===== src/rtl/clk_cfg_pkg.sv =====
package clk_cfg_pkg;
  localparam int CFG_W   = 16;
  localparam int MULT_W  = 4;
  localparam int GATE_N  = 3;
  localparam int SYNC_N  = 2;

  // gate_off index: 2 = audio serial, 1 = storage, 0 = usb
  typedef struct packed {
    logic [GATE_N-1:0] gate_off;
    logic              rtc_sleep;
    logic              lock_st;
    logic              div256;
    logic              div2;
    logic              chk;
    logic              pad_en;
    logic              usb_sel;
    logic              sw;
    logic              ref_div;
    logic [MULT_W-1:0] mult;
  } cfg_t;
endpackage


===== src/rtl/clk_cfg_wr_qual.sv =====
module clk_cfg_wr_qual
  import clk_cfg_pkg::*;
(
  input  logic wr_en,
  input  cfg_t cur,
  input  cfg_t wd,
  input  logic lock_ok,
  output cfg_t nxt,
  output logic sw_reject
);
  logic sw_chg;
  logic usb_chg;
  logic pll_on;

  assign sw_chg  = wd.sw != cur.sw;
  assign usb_chg = wd.usb_sel != cur.usb_sel;
  assign pll_on  = cur.mult != '0;

  always_comb begin
    nxt       = cur;
    sw_reject = 1'b0;
    if (wr_en) begin
      nxt.gate_off  = wd.gate_off;
      nxt.rtc_sleep = wd.rtc_sleep;
      nxt.chk       = wd.chk;
      nxt.pad_en    = wd.pad_en;
      nxt.usb_sel   = wd.usb_sel;
      nxt.ref_div   = wd.ref_div;
      nxt.mult      = wd.mult;
      nxt.lock_st   = wd.lock_st & 1'b0;
      if (!pll_on) begin
        nxt.div256 = wd.div256;
        nxt.div2   = wd.div2;
      end
      if (sw_chg) begin
        if (lock_ok && !usb_chg) begin
          nxt.sw = wd.sw;
        end else begin
          sw_reject = 1'b1;
        end
      end
    end
  end
endmodule


===== src/rtl/clk_cfg_lock_mon.sv =====
module clk_cfg_lock_mon (
  input  logic clk,
  input  logic rst_n,
  input  logic chk_cur,
  input  logic chk_nxt,
  input  logic vco_lock,
  output logic lock_ok
);
  logic lock_q;
  logic lock_d;
  logic lock_en;
  logic chk_fall;

  assign chk_fall = chk_cur & ~chk_nxt;

  always_comb begin
    lock_en = 1'b0;
    lock_d  = lock_q;
    if (chk_fall) begin
      lock_en = 1'b1;
      lock_d  = vco_lock;
    end else if (!vco_lock) begin
      lock_en = 1'b1;
      lock_d  = 1'b0;
    end
  end

  always_ff @(posedge clk or negedge rst_n) begin
    if (!rst_n) begin
      lock_q <= 1'b0;
    end else if (lock_en) begin
      lock_q <= lock_d;
    end
  end

  assign lock_ok = lock_q;
endmodule


===== src/rtl/clk_cfg_out_dec.sv =====
module clk_cfg_out_dec
  import clk_cfg_pkg::*;
(
  input  cfg_t              cfg,
  output logic [MULT_W-1:0] mult,
  output logic              ref_div2,
  output logic              pll_off,
  output logic              pad_en,
  output logic              src_vco,
  output logic              src_usb,
  output logic              gdiv2,
  output logic              gdiv256,
  output logic              rtc_sleep,
  output logic [GATE_N-1:0] gate_en
);
  assign mult      = cfg.mult;
  assign ref_div2  = cfg.ref_div;
  assign pll_off   = cfg.mult == '0;
  assign pad_en    = cfg.pad_en;
  assign src_vco   = cfg.sw & ~cfg.usb_sel;
  assign src_usb   = cfg.sw & cfg.usb_sel;
  assign gdiv2     = cfg.div2 & pll_off;
  assign gdiv256   = cfg.div256 & pll_off;
  assign rtc_sleep = cfg.rtc_sleep;

  for (genvar g = 0; g < GATE_N; g++) begin : g_gate
    assign gate_en[g] = ~cfg.gate_off[g];
  end
endmodule


===== src/rtl/clk_cfg_ctrl.sv =====
module clk_cfg_ctrl
  import clk_cfg_pkg::*;
(
  input  logic              clk,
  input  logic              rst_n,
  input  logic              wr_en,
  input  logic [CFG_W-1:0]  wr_data,
  output logic [CFG_W-1:0]  rd_data,
  input  logic              vco_lock_i,
  output logic [MULT_W-1:0] pll_mult_o,
  output logic              pll_ref_div2_o,
  output logic              pll_off_o,
  output logic              vco_pad_en_o,
  output logic              core_src_vco_o,
  output logic              core_src_usb_o,
  output logic              gdiv2_en_o,
  output logic              gdiv256_en_o,
  output logic              rtc_sleep_o,
  output logic              gate_spdif_en_o,
  output logic              gate_stor_en_o,
  output logic              gate_usb_en_o,
  output logic              sw_err_o
);
  logic [SYNC_N-1:0] rst_pipe;
  logic              rst_sync_n;
  cfg_t              cfg_q;
  cfg_t              cfg_d;
  cfg_t              wd_s;
  cfg_t              view;
  logic              sw_reject;
  logic              lock_ok;
  logic              err_q;
  logic              err_d;
  logic [GATE_N-1:0] gate_en;

  // reset: asserts at once, releases after SYNC_N edges
  always_ff @(posedge clk or negedge rst_n) begin
    if (!rst_n) begin
      rst_pipe <= '0;
    end else begin
      rst_pipe <= {rst_pipe[SYNC_N-2:0], 1'b1};
    end
  end
  assign rst_sync_n = rst_pipe[SYNC_N-1];

  assign wd_s = cfg_t'(wr_data);

  clk_cfg_wr_qual u_qual (
    .wr_en     (wr_en),
    .cur       (cfg_q),
    .wd        (wd_s),
    .lock_ok   (lock_ok),
    .nxt       (cfg_d),
    .sw_reject (sw_reject)
  );

  clk_cfg_lock_mon u_lock (
    .clk      (clk),
    .rst_n    (rst_sync_n),
    .chk_cur  (cfg_q.chk),
    .chk_nxt  (cfg_d.chk),
    .vco_lock (vco_lock_i),
    .lock_ok  (lock_ok)
  );

  always_comb begin
    err_d = err_q | sw_reject;
  end

  always_ff @(posedge clk or negedge rst_sync_n) begin
    if (!rst_sync_n) begin
      cfg_q <= '0;
      err_q <= 1'b0;
    end else begin
      if (wr_en) begin
        cfg_q <= cfg_d;
        err_q <= err_d;
      end
    end
  end

  always_comb begin
    view         = cfg_q;
    view.lock_st = lock_ok;
  end
  assign rd_data  = CFG_W'(view);
  assign sw_err_o = err_q;

  clk_cfg_out_dec u_dec (
    .cfg       (cfg_q),
    .mult      (pll_mult_o),
    .ref_div2  (pll_ref_div2_o),
    .pll_off   (pll_off_o),
    .pad_en    (vco_pad_en_o),
    .src_vco   (core_src_vco_o),
    .src_usb   (core_src_usb_o),
    .gdiv2     (gdiv2_en_o),
    .gdiv256   (gdiv256_en_o),
    .rtc_sleep (rtc_sleep_o),
    .gate_en   (gate_en)
  );

  assign gate_spdif_en_o = gate_en[2];
  assign gate_stor_en_o  = gate_en[1];
  assign gate_usb_en_o   = gate_en[0];
endmodule


===== config.mk =====
export PLATFORM = sky130hd
export DESIGN_NAME = clk_cfg_ctrl
export DESIGN_NICKNAME = d
export VERILOG_FILES = /design/src/rtl/clk_cfg_pkg.sv /design/src/rtl/clk_cfg_wr_qual.sv /design/src/rtl/clk_cfg_lock_mon.sv /design/src/rtl/clk_cfg_out_dec.sv /design/src/rtl/clk_cfg_ctrl.sv
export SDC_FILE = /design/constraint.sdc
export NUM_CORES = 1
export LEC_CHECK = 0
export ABC_AREA = 1
export CAP_MARGIN = 10
export CORE_MARGIN = 2
export CORE_UTILIZATION = 39
export DETAILED_ROUTE_END_ITERATION = 10
export PLACE_DENSITY = 0.76
export SETUP_SLACK_MARGIN = 0.5
export SLEW_MARGIN = 10
export SYNTH_ARGS = -nofsm -noshare
export SYNTH_HDL_FRONTEND = slang
export SYNTH_HIERARCHICAL = 1
export SYNTH_SLANG_ARGS = --single-unit

===== constraint.sdc =====
create_clock -name clk -period 1 [get_ports clk]
set_clock_uncertainty 0.2 [all_clocks]
set_input_delay 0.15 -clock clk [delete_from_list [all_inputs] [get_ports clk]]
set_output_delay 0.15 -clock clk [all_outputs]
set_load 0.02 [all_outputs]

[Yosys cells after proc, flatten, opt, wreduce, memory -nomap -nowiden]
Cells that the tools add are included.
Operators by class
  equality and inequality tests: 3
  multiplexer cells: 10
  bitwise gates (word level): 12
  reduce and logical (&&, ||, !) cells: 7
Operators with widths (count)
  $mux 1: 9
  $mux 9: 1
  $not 1->1: 6
  $and 1x1->1: 5
  $logic_not 4->1: 1
  $reduce_and 2->1: 2
  $reduce_bool 4->1: 1
  $reduce_and 3->1: 1
  $ne 1x1->1: 2
  $ne 2x1->1 const B: 1
  $logic_and 1x1->1: 1
  $logic_not 1->1: 1
  $or 1x1->1: 1
Storage, ports and cells
  flip-flop bits (word level): 19
  input port bits: 20
  output and inout bits: 32
  word-level logic and storage cells: 45

[Longest topological paths before layout]
Gate-level depths: netlist of the first run.
  depth in word-level cells: 10
  gate-level depth with buffers: 8
  depth with buffers taken out: 8

[Modules after synthesis]
The synthesis of the first run kept the hierarchy.
Modules (own cells, without submodules)
  clk_cfg_ctrl: times used 1, cells an instance 91, area an instance 850.8 um2
  clk_cfg_wr_qual: times used 1, cells an instance 64, area an instance 309.0 um2
  clk_cfg_out_dec: times used 1, cells an instance 22, area an instance 108.9 um2
  clk_cfg_lock_mon: times used 1, cells an instance 6, area an instance 48.8 um2

[Worst setup path before layout of the first run]
OpenSTA, ideal clock, no wires.
  path kind: reg-to-output
  from: register cfg_q (netlist bit rd_data[1])
  to: output gdiv256_en_o
  arrival: 0.890 ns
  data required time: 0.650 ns
  slack: -0.240 ns
  cell stages (with the launch flop): 4
  path through: dfrtp_1 nor2_1 nand2_1 nor2_1
Between the ends
  word-level cells in the longest chain between the ends: 2
Ends and longest elaborated chain
  start, declared: line clk_cfg_ctrl.sv:26  | cfg_t cfg_q;
  start signal, assigned: line clk_cfg_ctrl.sv:76  | cfg_q <= cfg_d;
  $logic_not 4->1: line clk_cfg_out_dec.sv:18  | assign pll_off = cfg.mult == '0;
  $and 1x1->1: line clk_cfg_out_dec.sv:23  | assign gdiv256 = cfg.div256 & pll_off;
  end, declared: line clk_cfg_ctrl.sv:17  | output logic gdiv256_en_o,
No other way between the ends.

[Worst setup path after layout of the first run]
  from: register cfg_q (netlist bit rd_data[3])
  to: output gdiv256_en_o
Same word-level chain as after synthesis.

==> results of run 1 <==
-- repair_timing --
item | in CTS | in global routing
hold endpoints to repair | 2 | 2
pin swaps | 19 | 25
buffers inserted | 17 | 1
endpoints found under the setup margin | 67 | 67
gates resized for setup | 220 | 36
cloned | 1 | 0
-- layout by cell type, fill, tap and decap left out, types with 2 or more instances in the layout --
cell type and count:
buf_6 57, nand2_4 4, clkbuf_4 3, nand4_1 2, inv_1 11, nand2_1 57
dfrtp_2 3, nor2_2 2, dfrtp_1 15, buf_12 3, buf_4 18, clkdlybuf4s50_1 17
o21ai_1 2, o21ai_2 4, inv_4 3, nor2_4 4, a21oi_2 2, nand2_2 25
inv_2 8
-- power by group through the flow --
stage | Sequential, mW | Clock [mW] | Combinational [mW]
3_5_place_dp | 0.962 | 0 | 1.23
4_1_cts | 0.955 | 0.413 | 1.51
5_1_grt | 0.983 | 0.470 | 1.75
6_report | 0.971 | 0.409 | 1.64
3_3_place_gp | 0.956 | 0 | 1.21
2_1_floorplan | 1.00 | 0 | 0.801
-- per-stage QoR --
stage / worst slack, ns / util, % / setup TNS, ns / area [um^2]
finish: -0.554 / 75.1 / -13.56 / 2310
global route: -0.632 / 75.1 / -15.93 / 2310
CTS: -0.537 / 71.2 / -13.31 / 2190
detailed placement: -0.680 / 59.8 / -21.65 / 1840
global placement: -0.628 / 59.8 / -20.97 / 1840
floorplan: -0.215 / - / -1.21 / 1380
-- layer usage --
metal | vias to the layer above | share of wire (%)
met5 | - | 0
met4 | 0 | 2.2
met3 | 8 | 3.9
met2 | 44 | 54
met1 | 589 | 40
li1 | 648 | -
-- sequential cells by signal, indices dropped and copies added, names as in the netlist --
name / count
rst_pipe: 2
u_lock/lock_ok: 1
rd_data: 15
sw_err_o: 1
-- area by class of cell --
cell class                 instances  share of cell area, %
timing repair buffer              97                   45.1
multi-input combinational        106                   25.7
sequential                        19                   20.9
inverter                          24                   4.76
tap                               44                   2.38
clock buffer                       4                   1.14
-- path summary, 6_finish.rpt --
| kind | end | slack [ns] | cells after the start |
|---|---|---|---|
| max | gdiv256_en_o | -0.55 | 4 |
| min | rst_pipe[1]$_DFF_PN0_ | -0.20 | 1 |
| max reg2reg | rd_data[5]$_DFFE_PN0P_ | -0.49 | 9 |
| min reg2reg | rd_data[2]$_DFFE_PN0P_ | 0.13 | 2 |
| max in group asynchronous | rd_data[7]$_DFFE_PN0P_ | 0.35 | 2 |
| min in group clk | u_lock/lock_ok$_DFFE_PN0P_ | 0.16 | 3 |
==> results.txt, run 1 <==
status = finished, violations left
failing checks = hold timing, setup timing
initial core utilization = 41.3%
total power = 3.02 mW
Synth Warn # = 6
fraction of layout cells with a size suffix above 1 = 56.8%
Slowest-stage cell, CP = dfrtp_1
Reg area = 483 um^2
GR Layer Usage met3 = 2.52%
post-route ant nets = 0
CP max stage delay = 0.42 ns
Syn Area/Cell = 7.18 um^2
clock transition time at the flip-flop clock pins of the worst setup and hold paths = 0.12 ns
Vias = 1289
Leak = 1.20 nW
final net count = 271
WP buf/inv = 1
io pins = 52
Post-Syn Area = 1270 um^2
gr busiest metal = met2
number of CTS-inserted buffers = 3
Core Rows = 20
register share of total power = 32.1%
CP delay by family, top = flip-flops
core area = 3080 um^2
sw frac = 37.1%
worst hold path class = input pin to async pin
largest net degree at the start of global routing = 18
final hold vios = 2
Hold WS = -0.203 ns
clock share of power = 13.5%
M2 GR Usage = 36.9%
Worst Path Arrival = 1.20 ns
Multi-input gate area = 594 um^2
drt first pass iters = 4
die width = 61.1 um
sw power = 1.12 mW
RSZ-0062 raised after global routing = true
CP Capture Type = output port
Max Slew Vio Count = 0
global-route usage over all layers = 19.6%
Buffers on Ports = 50
final worst path period need = 1.55 ns
CP required = 0.65 ns
antenna cells = 0
WL per Instance = 12.1 um
Peak VDD IR = 0.781 mV
vias per cell = 4.38
DRT iter0 DRCs = 33
Area growth syn-to-layout = 81.9%
GR Layer Usage met1 = 21.4%
Root Driver = clkbuf_4
Worst setup startpoint = rd_data[3]$_DFFE_PN0P_
Setup-failing EPs final = 49
Die Y = 61.1 um
DP Cell Count = 271
worst path cell trace = nor2_2, nand2_2, nor2_4, buf_6
P per Cell Area = 1310 nW/um^2
Clk Latency, worst-skew pair = 0.29 ns
Worst R2R Start = rd_data[6]$_DFFE_PN0P_
Max Cap Viol = 0
vias in the first global route = 1226
CTS tree = built
Mapped Cells = 177
CP Max Fanout = 3
fin cells = 294
syn_nets = 197
CTS max path bufs = 2
gpl congestion = 0.717
internal power = 1.90 mW
crit path launch type = flop
initial antenna violation count = 0
residual DRC count = 0
# H-tree levels = 1
filler instances = 213
Comb power frac = 54.4%
Worst Setup Path Type = flop to output port
period utilization = 155%
DP HPWL = 2020 um
Die Footprint = 3730 um^2
gr ovfl total = 0
Post-Route WL = 3570 um
clock sinks = 19
post-route worst setup slack = -0.554 ns
fmax = 0.644 GHz
first-pass GRT wire length = 5260 um
Power figures use the tool's default switching activity.
==> run 2, diff against run 1 <==
--- a/config.mk
+++ b/config.mk
@@ -8,9 +8,9 @@
 export ABC_AREA = 1
 export CAP_MARGIN = 10
 export CORE_MARGIN = 2
-export CORE_UTILIZATION = 39
+export CORE_UTILIZATION = 47
 export DETAILED_ROUTE_END_ITERATION = 10
-export PLACE_DENSITY = 0.76
+export PLACE_DENSITY = 0.86
 export SETUP_SLACK_MARGIN = 0.5
 export SLEW_MARGIN = 10
 export SYNTH_ARGS = -nofsm -noshare
==> constraint.sdc (replaced) <==
create_clock -name clk -period 1.9 [get_ports clk]
set_clock_uncertainty 0.2 [all_clocks]
set_input_delay 0.285 -clock clk [delete_from_list [all_inputs] [get_ports clk]]
set_output_delay 0.285 -clock clk [all_outputs]
set_load 0.02 [all_outputs]
==> results.txt, run 2 (synthesis gave the netlist of run 1 again) <==
status = completed
worst path cell trace = nor2_1, nand2_2, nor2_2, buf_4
CP delay by family, top = flip-flops
fraction of layout cells with a size suffix above 1 = 36.4% (-20 points)
Max Slew Vio Count = 0 (unchanged)
Slowest-stage cell, CP = dfrtp_1
sw frac = 37.2% (+0.095 points)
drt first pass iters = 5 (+1)
Vias = 1129 (-12%)
Slew @ Worst Pin = 0.690 ns
clock transition time at the flip-flop clock pins of the worst setup and hold paths = 0.10 ns (-0.02 ns)
DP HPWL = 1720 um (-15%)
total negative slack = 0 ns (+13.56 ns)
register share of total power = 37.9% (+5.8 points)
Die Footprint = 3140 um^2 (-16%)
clock share of power = 15.3% (+1.8 points)
clock sinks = 19 (unchanged)
post-route worst setup slack = 0.225 ns (+0.779 ns)
vias in the first global route = 1032 (-16%)
vias per cell = 4.43 (+0.98%)
Die Y = 56.0 um (-8.3%)
CP Max Fanout = 3 (unchanged)
Setup-failing EPs final = 0 (-100%)
number of CTS-inserted buffers = 3 (unchanged)
final instance area = 1770 um^2 (-23%)
fmax = 0.597 GHz
WL per Instance = 10.2 um (-16%)
CTS max path bufs = 2 (unchanged)
antenna cells = 0 (unchanged)
residual DRC count = 0 (unchanged)
worst hold path class = flop to async pin
commonest non-fill, non-tap cell in the layout = nand2_1
Peak VDD IR = 0.493 mV (-37%)
CP max stage delay = 0.41 ns (about the same)
largest net degree at the start of global routing = 18 (unchanged)
post-route ant nets = 0 (unchanged)
Comb power frac = 46.8% (-7.6 points)
WP buf/inv = 1 (unchanged)
final hold vios = 0 (-2)
RSZ-0062 raised after global routing = true
Core Rows = 18 (-10%)
P per Cell Area = 745 nW/um^2 (-43%)
first-pass GRT wire length = 4320 um (-18%)
final net count = 246 (-9.2%)
Area growth syn-to-layout = 39.4%
CP required = 1.41 ns (+0.76 ns)
crit path launch type = flop
Worst Path Arrival = 1.19 ns (about the same)
Worst Setup Path Type = flop to output port
Cell Area, Placed = 1620 um^2 (-12%)
sw power = 491 uW (-56%)
initial core utilization = 50.4% (+9.1 points)
gr ovfl total = 0 (unchanged)
Root Driver = clkbuf_4
internal power = 829 uW (-56%)
DRT iter0 DRCs = 15 (-55%)
Buffers on Ports = 50 (unchanged)
core area = 2520 um^2 (-18%)
Clk Latency, worst-skew pair = 0.29 ns (about the same)
CP Capture Type = output port
Max Cap Viol = 0 (unchanged)
period utilization = 88.1%
max reg flops = 15 (unchanged)
gpl congestion = 0.848 (+18%)
# H-tree levels = 1 (unchanged)
worst slack at placement = 0.112 ns (+0.793 ns)
final worst path period need = 1.67 ns
global-route usage over all layers = 17.1% (-2.5 points)
io pins = 52 (unchanged)
initial antenna violation count = 0 (unchanged)
most frequent cells in the layout = 79 x nand2_1, 23 x buf_4, 18 x buf_6, 18 x dfrtp_1
die width = 56.0 um (-8.3%)
CTS tree = built
Rel. slew slack = 54.0%
Leak = 0.994 nW (-17%)
Post-Route WL = 2590 um (-27%)
-- run 2: cell count changes in the layout (fill, tap and decap cells not counted), moves of 3 or more --
cell,before,now
buf_12,3,0
nand2_2,25,6
buf_2,0,12
buf_6,57,18
nand2_4,4,1
dfrtp_1,15,18
inv_2,8,5
o21ai_0,0,3
nor2_1,0,3
nand2_1,57,79
inv_1,11,17
buf_4,18,23
-- run 2: routing by layer --
metal | vias to the layer above | wire length (um) | GRT usage (%)
met5 | - | 0 | 0
met4 | 0 | 21 | 5.10
met3 | 2 | 148 | 3.49
met2 | 32 | 1410 | 32.8
met1 | 498 | 1020 | 18.5
li1 | 597 | - | -
-- run 2: final cells by class --
| cell class | instances | area [um^2] |
|---|---|---|
| fillers | 214 | 751 |
| repair buffers | 72 | 624 |
| multi-input cells | 106 | 507 |
| flip-flops and latches | 19 | 477 |
| inverters | 24 | 100 |
| well taps | 30 | 37.5 |
| clock buffers | 4 | 26.3 |
-- run 2: power by group through the flow --
stage / logic, mW / clock network (mW) / registers, mW
3_5_place_dp: 0.517 / 0 / 0.521
5_1_grt: 0.669 / 0.228 / 0.510
4_1_cts: 0.557 / 0.212 / 0.496
6_report: 0.618 / 0.202 / 0.500
3_3_place_gp: 0.507 / 0 / 0.518
2_1_floorplan: 0.371 / 0 / 0.512
-- run 2: worst paths after layout --
path                                        start                       to  slack (ns)  depth (start not counted)
max                        rd_data[0]$_DFFE_PN0P_             gdiv256_en_o        0.23                          4
min                         rst_pipe[1]$_DFF_PN0_  rd_data[13]$_DFFE_PN0P_        0.09                          0
max reg2reg                rd_data[6]$_DFFE_PN0P_   rd_data[5]$_DFFE_PN0P_        0.49                          9
min reg2reg                 rst_pipe[1]$_DFF_PN0_  rd_data[13]$_DFFE_PN0P_        0.09                          0
max in group asynchronous                   rst_n    rst_pipe[0]$_DFF_PN0_        0.90                          2
min in group clk            rst_pipe[0]$_DFF_PN0_    rst_pipe[1]$_DFF_PN0_        0.16                          0
-- run 2: what timing repair did --
| action | in CTS | in global routing |
|---|---|---|
| cloned | 0 | 0 |
| gates resized for setup | 155 | 28 |
| pin swaps | 2 | 5 |
| hold buffers | 1 | 0 |
| setup buffers | 13 | 2 |
| endpoints found under the hold margin | 2 | 0 |
| endpoints found under the setup margin | 34 | 26 |
-- run 2: per-stage QoR --
step                util (%)  cells  hold slack, ns  power (mW)
finish                  70.2    255          0.0922        1.32
global route            70.2    255           0.152        1.41
CTS                     66.1    253           0.120        1.27
detailed placement      64.3    235           0.119        1.04
global placement        64.3    235           0.104        1.02
floorplan                  -    177          -0.211       0.884
==> run 3, diff against run 2 <==
--- a/config.mk
+++ b/config.mk
@@ -7,9 +7,9 @@
 export LEC_CHECK = 0
 export ABC_AREA = 1
 export CAP_MARGIN = 10
-export CORE_MARGIN = 2
 export CORE_UTILIZATION = 47
 export DETAILED_ROUTE_END_ITERATION = 10
+export MAX_ROUTING_LAYER = met4
 export PLACE_DENSITY = 0.86
 export SETUP_SLACK_MARGIN = 0.5
 export SLEW_MARGIN = 10
==> results.txt, run 3 (synthesis gave the netlist of run 1 again) <==
status = completed
io pins = 52 (unchanged)
CTS max path bufs = 2 (unchanged)
DP Cell Count = 233 (-0.85%)
Multi-input gate area = 487 um^2 (-4.0%)
Post-Route WL = 2560 um (-1.3%)
Worst Path Arrival = 1.11 ns (-0.08 ns)
initial core utilization = 50.4% (unchanged)
worst path cell trace = nor2_1, nand2_1, nor2_1, buf_4
Die Footprint = 2920 um^2 (-7.0%)
Max Slew Vio Count = 0 (unchanged)
gr ovfl total = 0 (unchanged)
commonest non-fill, non-tap cell in the layout = nand2_1
fmax = 0.627 GHz (+5.0%)
Clk Latency, worst-skew pair = 0.29 ns (about the same)
residual DRC count = 0 (unchanged)
Rel. slew slack = 53.3% (-0.68 points)
Slowest-stage cell, CP = dfrtp_1
die width = 54.0 um (-3.6%)
CP Capture Type = output port
total negative slack = 0 ns (unchanged)
Max Cap Viol = 0 (unchanged)
worst slack at placement = 0.120 ns (+0.00794 ns)
Core Rows = 18 (unchanged)
global-route usage over all layers = 19.4% (+2.3 points)
P per Cell Area = 732 nW/um^2 (-1.7%)
cell mode on critical path = nor2_1
Core Util, Final = 71.3% (+1.1 points)
Cell Area, Placed = 1620 um^2 (-0.15%)
CTS tree = built
first-pass GRT wire length = 3970 um (-8.2%)
antenna cells = 0 (unchanged)
Slew @ Worst Pin = 0.700 ns (+0.0102 ns)
final net count = 247 (+0.41%)
drt first pass iters = 4 (-1)
Hold WS = 0.0940 ns (+0.00187 ns)
post-route worst setup slack = 0.306 ns (+0.0802 ns)
core area = 2520 um^2 (unchanged)
period utilization = 83.9% (-4.2 points)
clock transition time at the flip-flop clock pins of the worst setup and hold paths = 0.11 ns (about the same)
final worst path period need = 1.59 ns (-0.0802 ns)
Die Y = 54.0 um (-3.6%)
filler instances = 225 (+5.1%)
WL per Instance = 10.0 um (-1.7%)
CP max stage delay = 0.40 ns (about the same)
vias in the first global route = 939 (-9.0%)
vias per cell = 4.41 (-0.48%)
gpl congestion = 0.816 (-3.9%)
worst hold path class = flop to async pin
CP required = 1.41 ns (about the same)
crit path launch type = flop
Peak VDD IR = 0.611 mV (+24%)
Leak = 1.01 nW (+2.0%)
largest net degree at the start of global routing = 19 (+1)
clock sinks = 19 (unchanged)
final instance area = 1800 um^2 (+1.6%)
Worst Setup Path Type = flop to output port
post-route ant nets = 0 (unchanged)
total power = 1.32 mW (-0.20%)
Reg area = 477 um^2 (unchanged)
Buffers on Ports = 50 (unchanged)
CP Max Fanout = 3 (unchanged)
Root Driver = clkbuf_4
RSZ-0062 raised after global routing = true
DP HPWL = 1680 um (-2.2%)
Vias = 1128 (-0.089%)
most frequent cells in the layout = 78 x nand2_1, 23 x buf_6, 19 x inv_1, 19 x buf_4, 18 x dfrtp_1
number of CTS-inserted buffers = 3 (unchanged)
# H-tree levels = 1 (unchanged)
initial antenna violation count = 0 (unchanged)
reg2reg setup slack = 0.48 ns (about the same)
max reg flops = 15 (unchanged)
DRT iter0 DRCs = 15 (unchanged)
Setup-failing EPs final = 0 (unchanged)
Area growth syn-to-layout = 41.5%
final hold vios = 0 (unchanged)
fraction of layout cells with a size suffix above 1 = 34.5% (-1.9 points)
fin cells = 256 (+0.39%)
-- run 3: cell count changes in the layout (fill, tap and decap cells not counted), sizes merged --
cell and change:
buf +1, dlymetal6s2s +1, dlygate4sd2 -1
-- run 3: repair_timing --
action	CTS	global route
resized for setup	158	25
hold endpoints to repair	2	0
hold buffers	1	0
setup endpoints to repair	33	27
gates cloned	0	0
buffers inserted	16	2
pin swaps	4	6
-- run 3: layout make-up --
| class | instances | area share, % |
|---|---|---|
| inverter | 24 | 5.70 |
| timing repair buffer | 73 | 37.2 |
| clock buffer | 4 | 1.46 |
| sequential | 19 | 26.5 |
| tap | 30 | 2.09 |
| multi-input combinational | 106 | 27.1 |
-- run 3: report_power, final --
group	leakage (nW)	total [mW]	switching, mW	internal [mW]
clock	0.0150	0.203	0.121	0.0815
sequential	0.235	0.500	0.0460	0.454
combinational	0.764	0.615	0.313	0.302
-- run 3: metal layers --
layer | global-route usage, % | share of wire (%) | up-vias
met3 | 3.39 | 4.2 | 4
met1 | 22.7 | 43 | 492
li1 | - | - | 599
met4 | 5.56 | 1.4 | 0
met5 | - | 0 | -
met2 | 33.7 | 51 | 33
-- run 3: worst max-delay path: cells and delay by family, from the launching register on --
kind                   cells  cell delay, ns
flip-flops                 1            0.40
AND/OR/NAND/NOR            3            0.28
buffers and inverters      1            0.14
-- run 3: worst paths after layout --
path | from | to | cells past startpoint
max | rd_data[1]$_DFFE_PN0P_ | gdiv2_en_o | 4
min | rst_pipe[1]$_DFF_PN0_ | rd_data[13]$_DFFE_PN0P_ | 0
max reg2reg | rd_data[6]$_DFFE_PN0P_ | rd_data[5]$_DFFE_PN0P_ | 10
min reg2reg | rst_pipe[1]$_DFF_PN0_ | rd_data[13]$_DFFE_PN0P_ | 0
max in group asynchronous | rst_n | rst_pipe[1]$_DFF_PN0_ | 2
min in group clk | rst_pipe[0]$_DFF_PN0_ | rst_pipe[1]$_DFF_PN0_ | 0
